===== src/rtl/vcfg_pkg.sv =====
package vcfg_pkg;
  // positions inside the type word
  localparam int MUL_LO  = 0;
  localparam int MUL_HI  = 2;
  localparam int SEW_LO  = 3;
  localparam int SEW_HI  = 5;
  localparam int TAIL_B  = 6;
  localparam int MASK_B  = 7;
  localparam int USED_W  = 8;

  typedef enum logic [1:0] {
    FORM_REG_REG = 2'd0,
    FORM_REG_IMM = 2'd1,
    FORM_IMM_IMM = 2'd2,
    FORM_IMM_ALT = 2'd3
  } form_e;

  typedef struct packed {
    logic       mask_ag;
    logic       tail_ag;
    logic [2:0] sew;
    logic [2:0] mul;
  } vtype_lo_t;
endpackage


===== src/rtl/vcfg_operand_sel.sv =====
module vcfg_operand_sel
  import vcfg_pkg::*;
#(
  parameter int XLEN        = 32,
  parameter int AVL_IMM_W   = 5,
  parameter int VTYPE_IMM_W = 11
) (
  input  logic [1:0]             form,
  input  logic [XLEN-1:0]        avl_reg,
  input  logic [AVL_IMM_W-1:0]   avl_imm,
  input  logic [XLEN-1:0]        vtype_reg,
  input  logic [VTYPE_IMM_W-1:0] vtype_imm,
  output logic [XLEN-1:0]        avl_sel,
  output logic [XLEN-1:0]        vtype_sel
);
  form_e f;

  always_comb begin
    f = form_e'(form);
    case (f)
      FORM_REG_REG: begin
        avl_sel   = avl_reg;
        vtype_sel = vtype_reg;
      end
      FORM_REG_IMM: begin
        avl_sel   = avl_reg;
        vtype_sel = XLEN'(vtype_imm);
      end
      default: begin
        avl_sel   = XLEN'(avl_imm);
        vtype_sel = XLEN'(vtype_imm);
      end
    endcase
  end

  // immediate AVL never exceeds its field range
  always_comb begin
    if (form[1]) begin
      p_imm_avl_range_r8: assert (avl_sel < (XLEN'(1) << AVL_IMM_W))
        else $error("immediate AVL out of range");
    end
  end
endmodule


===== src/rtl/vcfg_decode.sv =====
module vcfg_decode
  import vcfg_pkg::*;
#(
  parameter int XLEN  = 32,
  parameter int VLENB = 32,
  parameter int VL_W  = 9
) (
  input  logic [XLEN-1:0] vtype_in,
  output logic            legal,
  output logic [VL_W-1:0] vlmax
);
  localparam int VLENB_LOG = $clog2(VLENB);

  vtype_lo_t       lo;
  logic            rsvd_set;
  logic signed [3:0] mul_log;
  logic signed [4:0] sew_lim;
  int              shamt;
  logic            frac;

  always_comb begin
    lo       = vtype_lo_t'(vtype_in[USED_W-1:0]);
    rsvd_set = |vtype_in[XLEN-1:USED_W];
    // codes 5..7 read as -3..-1 when sign-extended
    mul_log  = $signed({lo.mul[2], lo.mul});
    frac     = lo.mul[2];
    sew_lim  = 5'(mul_log) + 5'sd2;
    legal    = !rsvd_set
             && (lo.mul != 3'd4)
             && (lo.sew <= 3'd2)
             && !(frac && !lo.tail_ag)
             && ($signed({2'b00, lo.sew}) <= sew_lim);
    shamt    = VLENB_LOG + int'(mul_log) - int'(lo.sew);
    if (legal && shamt >= 0 && shamt < VL_W) begin
      vlmax = VL_W'(1) << shamt;
    end else begin
      vlmax = '0;
    end
  end

  // a legal type always yields a single power-of-two VLMAX
  // fractional multiplier with tail-undisturbed never passes
  always_comb begin
    if (legal) begin
      p_vlmax_pow2_r1: assert ($countones(vlmax) == 1)
        else $error("VLMAX not a power of two");
      p_frac_needs_ta_r5: assert (!(vtype_in[MUL_HI] && !vtype_in[TAIL_B]))
        else $error("fractional tail-undisturbed accepted");
      p_no_wide_sew_r3: assert (vtype_in[SEW_HI:SEW_LO] <= 3'd2)
        else $error("unsupported width accepted");
    end
  end
endmodule


===== src/rtl/vcfg_clamp.sv =====
module vcfg_clamp #(
  parameter int XLEN = 32,
  parameter int VL_W = 9
) (
  input  logic [XLEN-1:0] avl,
  input  logic [VL_W-1:0] vlmax,
  output logic [XLEN-1:0] vl
);
  logic [XLEN-1:0] vlmax_x;

  always_comb begin
    vlmax_x = XLEN'(vlmax);
    vl      = (avl > vlmax_x) ? vlmax_x : avl;
  end

  // the result never exceeds either bound
  always_comb begin
    p_vl_le_bounds_r2: assert (vl <= vlmax_x && vl <= avl)
      else $error("clamp result above a bound");
  end
endmodule


===== src/rtl/vcfg_unit.sv =====
module vcfg_unit
  import vcfg_pkg::*;
#(
  parameter int XLEN        = 32,
  parameter int VLEN_BITS   = 256,
  parameter int AVL_IMM_W   = 5,
  parameter int VTYPE_IMM_W = 11
) (
  input  logic                   clk,
  input  logic                   rst,
  input  logic                   req_valid,
  input  logic [1:0]             req_form,
  input  logic [XLEN-1:0]        avl_reg,
  input  logic [AVL_IMM_W-1:0]   avl_imm,
  input  logic [XLEN-1:0]        vtype_reg,
  input  logic [VTYPE_IMM_W-1:0] vtype_imm,
  output logic [XLEN-1:0]        vl_o,
  output logic [XLEN-1:0]        vtype_o,
  output logic                   rd_valid_o,
  output logic [XLEN-1:0]        rd_data_o,
  output logic [XLEN-1:0]        vlenb_o
);
  localparam int VLENB     = VLEN_BITS / 8;
  localparam int VL_W      = $clog2(VLENB) + 4;
  localparam logic [XLEN-1:0] ILL_WORD = XLEN'(1) << (XLEN - 1);
  localparam logic [XLEN-1:0] VL_CEIL  = XLEN'(VLENB * 8);

  logic [XLEN-1:0] avl_sel, vtype_sel, vl_new, vl_next, vtype_next;
  logic [VL_W-1:0] vlmax;
  logic            legal;
  logic [XLEN-1:0] vl_q, vtype_q, rd_data_q;
  logic            rd_valid_q;

  vcfg_operand_sel #(
    .XLEN(XLEN), .AVL_IMM_W(AVL_IMM_W), .VTYPE_IMM_W(VTYPE_IMM_W)
  ) sel_i (
    .form(req_form), .avl_reg(avl_reg), .avl_imm(avl_imm),
    .vtype_reg(vtype_reg), .vtype_imm(vtype_imm),
    .avl_sel(avl_sel), .vtype_sel(vtype_sel)
  );

  vcfg_decode #(.XLEN(XLEN), .VLENB(VLENB), .VL_W(VL_W)) dec_i (
    .vtype_in(vtype_sel), .legal(legal), .vlmax(vlmax)
  );

  vcfg_clamp #(.XLEN(XLEN), .VL_W(VL_W)) clamp_i (
    .avl(avl_sel), .vlmax(vlmax), .vl(vl_new)
  );

  always_comb begin
    vl_next    = legal ? vl_new : '0;
    vtype_next = legal ? vtype_sel : ILL_WORD;
  end

  always_ff @(posedge clk) begin
    if (rst) begin
      vl_q       <= '0;
      vtype_q    <= ILL_WORD;
      rd_data_q  <= '0;
      rd_valid_q <= 1'b0;
    end else begin
      rd_valid_q <= req_valid;
      if (req_valid) begin
        vl_q      <= vl_next;
        vtype_q   <= vtype_next;
        rd_data_q <= vl_next;
      end
    end
  end

  assign vl_o       = vl_q;
  assign vtype_o    = vtype_q;
  assign rd_valid_o = rd_valid_q;
  assign rd_data_o  = rd_data_q;
  assign vlenb_o    = XLEN'(VLENB);

  p_ill_zero_vl_r7: assert property (@(posedge clk) disable iff (rst)
    vtype_q[XLEN-1] |-> vl_q == '0);
  p_ill_word_clean_r7: assert property (@(posedge clk) disable iff (rst)
    vtype_q[XLEN-1] |-> vtype_q[XLEN-2:0] == '0);
  p_vl_ceiling_r2: assert property (@(posedge clk) disable iff (rst)
    vl_q <= VL_CEIL);
  p_result_is_vl_r9: assert property (@(posedge clk) disable iff (rst)
    rd_valid_q |-> rd_data_q == vl_q);
  p_req_strobe_r9: assert property (@(posedge clk) disable iff (rst)
    req_valid |=> rd_valid_q);
  p_idle_hold_r9: assert property (@(posedge clk) disable iff (rst)
    !req_valid |=> !rd_valid_q && $stable(vl_q) && $stable(vtype_q));
endmodule


===== config.mk =====
export PLATFORM = sky130hd
export DESIGN_NAME = vcfg_unit
export DESIGN_NICKNAME = d
export VERILOG_FILES = /design/src/rtl/vcfg_pkg.sv /design/src/rtl/vcfg_operand_sel.sv /design/src/rtl/vcfg_decode.sv /design/src/rtl/vcfg_clamp.sv /design/src/rtl/vcfg_unit.sv
export SDC_FILE = /design/constraint.sdc
export NUM_CORES = 1
export LEC_CHECK = 0
export BUFFER_PORTS_ARGS = -buffer_cell sky130_fd_sc_hd__buf_2
export CORE_ASPECT_RATIO = 0.7
export CORE_UTILIZATION = 46
export DETAILED_ROUTE_END_ITERATION = 6
export GPL_TIMING_DRIVEN = 0
export PLACE_DENSITY = 0.86
export REMOVE_ABC_BUFFERS = 1
export SLEW_MARGIN = 20
export SYNTH_ARGS = -nofsm -noshare
export SYNTH_HDL_FRONTEND = slang
export SYNTH_SLANG_ARGS = --single-unit
export TNS_END_PERCENT = 20

===== constraint.sdc =====
create_clock -name clk -period 11.54 [get_ports clk]
set_input_delay 0 -clock clk [delete_from_list [all_inputs] [get_ports clk]]
set_output_delay 0 -clock clk [all_outputs]
set_load 0.05 [all_outputs]

After elaboration in Yosys (flattened, before gate mapping). Index checks and enable logic that the tools add are counted. W data, S select, Z words.

Register bits: 65. Input bits: 85. Output and inout bits: 129. Logic and storage cells: 33.

$add $sub $neg: 3. Order comparisons: 5. Equality and inequality tests: 2. Shift operators: 1. Mux-type cells: 6. Reductions and logical operators: 13.

Operators by type and width (count): $mux W32 (5); $ge A32 B1 Y1 const B (1); $gt A32 B9 Y1 (1); $lt A32 B5 Y1 const B (1); $shl A1 B32 Y9 const A (1); $sub A32 B4 Y32 (1); $reduce_or A24 Y1 (1); $mux W9 (1); $logic_and A1 B1 Y1 (7); $add A4 B3 Y5 const A (1); $le A4 B5 Y1 (1); $add A3 B3 Y4 const B (1); $le A3 B2 Y1 const B (1); $logic_not A1 Y1 (3); $ne A3 B3 Y1 const B (1); $eq A2 B1 Y1 const B (1); $logic_not A2 Y1 (1); $reduce_or A2 Y1 (1).

Depth between registers and ports, before layout.
Word-level depth: 14. Gate-level depth with buffers: 24. Depth with buffers taken out: 21.

Hierarchy. From an unflattened synthesis, not the netlist that was laid out.

Cell total of the unflattened synthesis: 555. Area total of the unflattened synthesis: 4605.7 um^2.

Modules (own cells, without submodules): vcfg_unit (times used 1, cells an instance 352, area an instance 2992.9 um^2, sequential area each 1301.2 um^2); vcfg_clamp (times used 1, cells an instance 74, area an instance 591.8 um^2, sequential area each 0.0 um^2); vcfg_operand_sel (times used 1, cells an instance 71, area an instance 559.3 um^2, sequential area each 0.0 um^2); vcfg_decode (times used 1, cells an instance 58, area an instance 461.7 um^2, sequential area each 0.0 um^2).

Worst setup path after synthesis. OpenSTA, ideal clock, no wires.

Path type: input -> register. From: in req_form[1]. To: reg rd_data_q[0] (netlist: rd_data_o[0]). Setup time: 0.117 ns. Arrival: 3.985 ns. Data required time: 11.423 ns. Setup slack: 7.438 ns. Stages: 21. Path buffers: 2. Path through: nor2_4 -> buf_6 -> mux2i_1 -> inv_1 -> ha_1 -> xnor2_1 -> ha_1 -> o21a_1 -> nor2_1 -> ha_1 -> nor4b_2 -> nand4_1 -> ha_1 -> nand2_1 -> or2_2 -> a21oi_1 -> o21ai_0 -> and2_2 -> buf_6 -> a41o_2 -> a22o_1.

Cells in the longest elaborated chain, start to end: 14. Elaborated cells between the ends (all ways): 29. Those cells by class: 3 x add/sub; 5 x order compare; 2 x eq/ne; 1 x shift; 5 x mux; 13 x reduce/logical.

RTL lines: from (decl) (line vcfg_unit.sv:12) `input logic [1:0] req_form,`; branches (longest 13 deep; another with $sub A32 B4 Y32); $mux W32 * (line vcfg_unit.sv:51) `vl_next = legal ? vl_new : '0;`; to (signal assigned) (line vcfg_unit.sv:66) `rd_data_q <= vl_next;`; to (decl) (line vcfg_unit.sv:31) `logic [XLEN-1:0] vl_q, vtype_q, rd_data_q;`.

Every way passes the cells marked *. A chain may end at the register's enable or synchronous reset.

Worst setup path in the final report.
From: in req_form[1]. To: reg rd_data_q[8] (netlist: rd_data_o[8]).

The elaborated chain is that of the path after synthesis.

==> results.md <==
- Rows: 25
- Least-Margin Pin Slew: 0.719 ns
- Register-to-Register Path Depth: 3
- GRT overflow: 0
- RSZ-0062 raised after global routing: no
- Pins Over Slew Limit: 0
- Die ar.: 0.00774 mm2
- Post-route cell area: 0.00434 mm2
- Multi-input logic area: 0.00164 mm2
- Post-CTS Setup Inserts: 0
- Top Layer Used: met4
- Mean Syn Cell Area: 9.37 um2
- Met3 WL: 541 um
- Commonest non-fill, non-tap cells in the layout: 181 x buf_2, 65 x dfxtp_1, 48 x and2_1
- CTS tree: yes
- Final net count: 622
- Power Dens Cells: 135 mW/mm2
- Layout cells sized above 1: 41.3%
- Fmax: 205 MHz
- Final Critical Period: 4.89 ns
- Register area share after synthesis: 38.3%
- Crit Reg-Reg Endpoint: vtype_o[31]
- CTS H-tree lvls: 3
- Initial antenna violation count: 0
- Setup Viol. Count Final: 0
- DR pass1 iterations: 4
- Hold Path Class: input pin to flip-flop
- TritonCTS Buffers: 9
- GRT Total Usage: 21.2%
- Top post-synthesis cells by area: dfxtp_1 38%, buf_4 14%, and2_1 8.8%
- Post-DRT Antenna Nets: 0
- Slew HR: 51.5%
- Leading area contributor after synthesis: dfxtp_1
- #FFs+latches synth: 65
- Ports: 214
- Met2 Wirelength: 4060 um
- PortBufs: 181
- Flip-flop and latch area: 0.00130 mm2
- Total Wirelength: 8360 um
- Critical Path Source Type: input pin
- Clock buffer depth: 2
- WP data required: 11.76 ns
- RR Startpoint: vtype_o[31]
- Status: finished, final reports clean
- Max Clock Skew: 0 ns
- # Max-Cap Violations: 0
- Lkg Pwr: 2.27 nW
- Area Growth Syn to Fin: 27.8%
- Hold_sp: vtype_imm[6]
- CP Capture Type: flip-flop
- Area of placed instances: 0.00402 mm2
- Tcrit/Tclk final: 42.3%
- Hold depth: 3
- Clk sinks: 65
- Root buf cell: clkbuf_8
- Cells after synthesis: 363
- First-pass GRT wire length: 12700 um
- Routed wire length per instance: 13.6 um
- WP data arrival: 5.10 ns
- Hold Fails Final Rpt: 0
- Die H: 73.9 um
- Layout Utilization: 62.6%
- Synth warn: 0
- Placer Congestion: 0.874
- Placed Cells incl. Taps: 594
- Asr flop ratio synth: 0%
- Vias: 2892
- Clock-pin slew on the worst setup and hold paths: 0.07 ns
- Area share of the largest cell type after synthesis: 38.3%
- Vias per cell: 4.70
- Residual DRC: 0
- Max IR drop VDD: 0.108 mV
- Largest net degree at the start of global routing: 48
- DP Wirelength: 6520 um
- Crit path max fanout: 13
- Most common cell after layout, fill and taps aside: buf_2
- Hold Path End: vtype_o[6]
- M1 WL: 3700 um
- Fill count: 625
- Number of global-route vias before repair: 2618
- Initial Util: 49.0%
- Top FF cell, synth: dfxtp_1
- Initial DRC count: 104
- Die X: 105 um
- Clk_lat worst skew: 0.33 ns
- CORE AREA: 0.00694 mm2
- Crit path kind: input pin to flip-flop
- Reg2reg setup slack: 10.33 ns
- ANT cells: 0
- Final setup TNS: 0 ns
- Final std cells w/o fill: 615
- Post-synth EDFFs: 0
- Mapped Area: 0.00340 mm2
- Synth cell types: 56
==> cell usage after synthesis (2+ instances only) <==
master    count
mux2i_1       9
nand2b_1      2
and2_1       48
nor2_1       11
ha_1         20
or4_1         2
o21a_1        3
xnor2_1       2
inv_1         8
conb_1        2
nand2_1      20
and3_1        2
o31ai_1       2
clkbuf_1      6
dfxtp_1      65
buf_4        64
o21ai_0      15
buf_6         3
nand4_1       5
nor3_1        3
nor4_1        9
and2_2        2
nor2b_1       7
a21oi_1       6
nand3_1      11
a22o_1        3
mux2_2        4
==> state kept, by name, summed over array words and instances (netlist names) <==
register,count
vtype_o,32
rd_valid_o,1
rd_data_o,32
==> worst max-delay path: stages <==
cell     delay [ns]
buf_2          0.20
nor2_4         0.37
mux2i_1        0.40
inv_1          0.14
ha_1           0.21
xnor2_1        0.12
ha_1           0.34
o21a_1         0.16
nor2_1         0.05
ha_1           0.40
nor4b_2        0.37
nand3_1        0.20
ha_1           0.33
a21o_1         0.16
a21oi_1        0.13
o21ai_0        0.08
o21ai_0        0.59
and2_2         0.45
o21ai_0        0.15
a22o_1         0.22
==> per-stage QoR <==
stage                     hold slack (ns)  setup WS [ns]  power [mW]
after floorplan                     0.120           7.41       0.299
after global placement              0.249           6.60       0.323
after detailed placement            0.285           6.42       0.327
after CTS                          0.0355           6.74       0.591
after global routing               0.0347           6.29       0.613
final                              0.0377           6.65       0.586
==> cells by family (layout without fill, tap and decap cells) <==
| family | after synthesis | in the layout | synth area share (%) |
|---|---|---|---|
| buffers and inverters | 83 | 211 | 17.1 |
| AND/OR/NAND/NOR | 133 | 133 | 23.0 |
| other | 2 | 32 | 0.221 |
| AO/OA/AOI/OAI | 43 | 43 | 8.72 |
| flip-flops | 65 | 65 | 38.3 |
| XOR/XNOR | 3 | 3 | 0.773 |
| adder cells (fa/ha/maj) | 21 | 21 | 7.95 |
| multiplexers | 13 | 13 | 3.97 |
==> cell type report <==
class | instances | share of cell area [%]
Timing Repair Buffer | 187 | 22.6
Inverter | 8 | 0.691
Multi-Input combinational cell | 245 | 37.7
Clock inverter | 6 | 3.17
Clock buffer | 10 | 3.17
Sequential cell | 65 | 30.0
Tap cell | 94 | 2.71
==> layer usage <==
metal	GRT usage [%]	vias to the layer above
met2	38.2	132
met1	25.5	1306
met4	5.32	0
li1	-	1447
met3	5.94	7
met5	0	-
==> how the worst max path moves through the flow <==
stage	startpoint	end	slack [ns]
final	req_form[1]	rd_data_o[8]	6.65
after global routing	req_form[1]	rd_data_o[8]	6.29
after CTS	req_form[1]	rd_data_o[8]	6.74
after detailed placement	req_form[1]	rd_data_o[8]	6.42
after global placement	req_form[1]	rd_data_o[3]	6.60
after floorplan	req_form[1]	rd_data_o[3]	7.41
==> power by group <==
part	switching [mW]	total (mW)	internal, mW
Sequential	0.000116	0.225	0.224
Clock	0.0892	0.262	0.173
Combinational	0.0662	0.100	0.0339
==> timing repair <==
| item | CTS | global route |
|---|---|---|
| resized for setup | 0 | 0 |
| hold endpoints to repair | 3 | 0 |
| hold buffers | 5 | 0 |
Note: power is estimated with default switching activity, not from simulation.
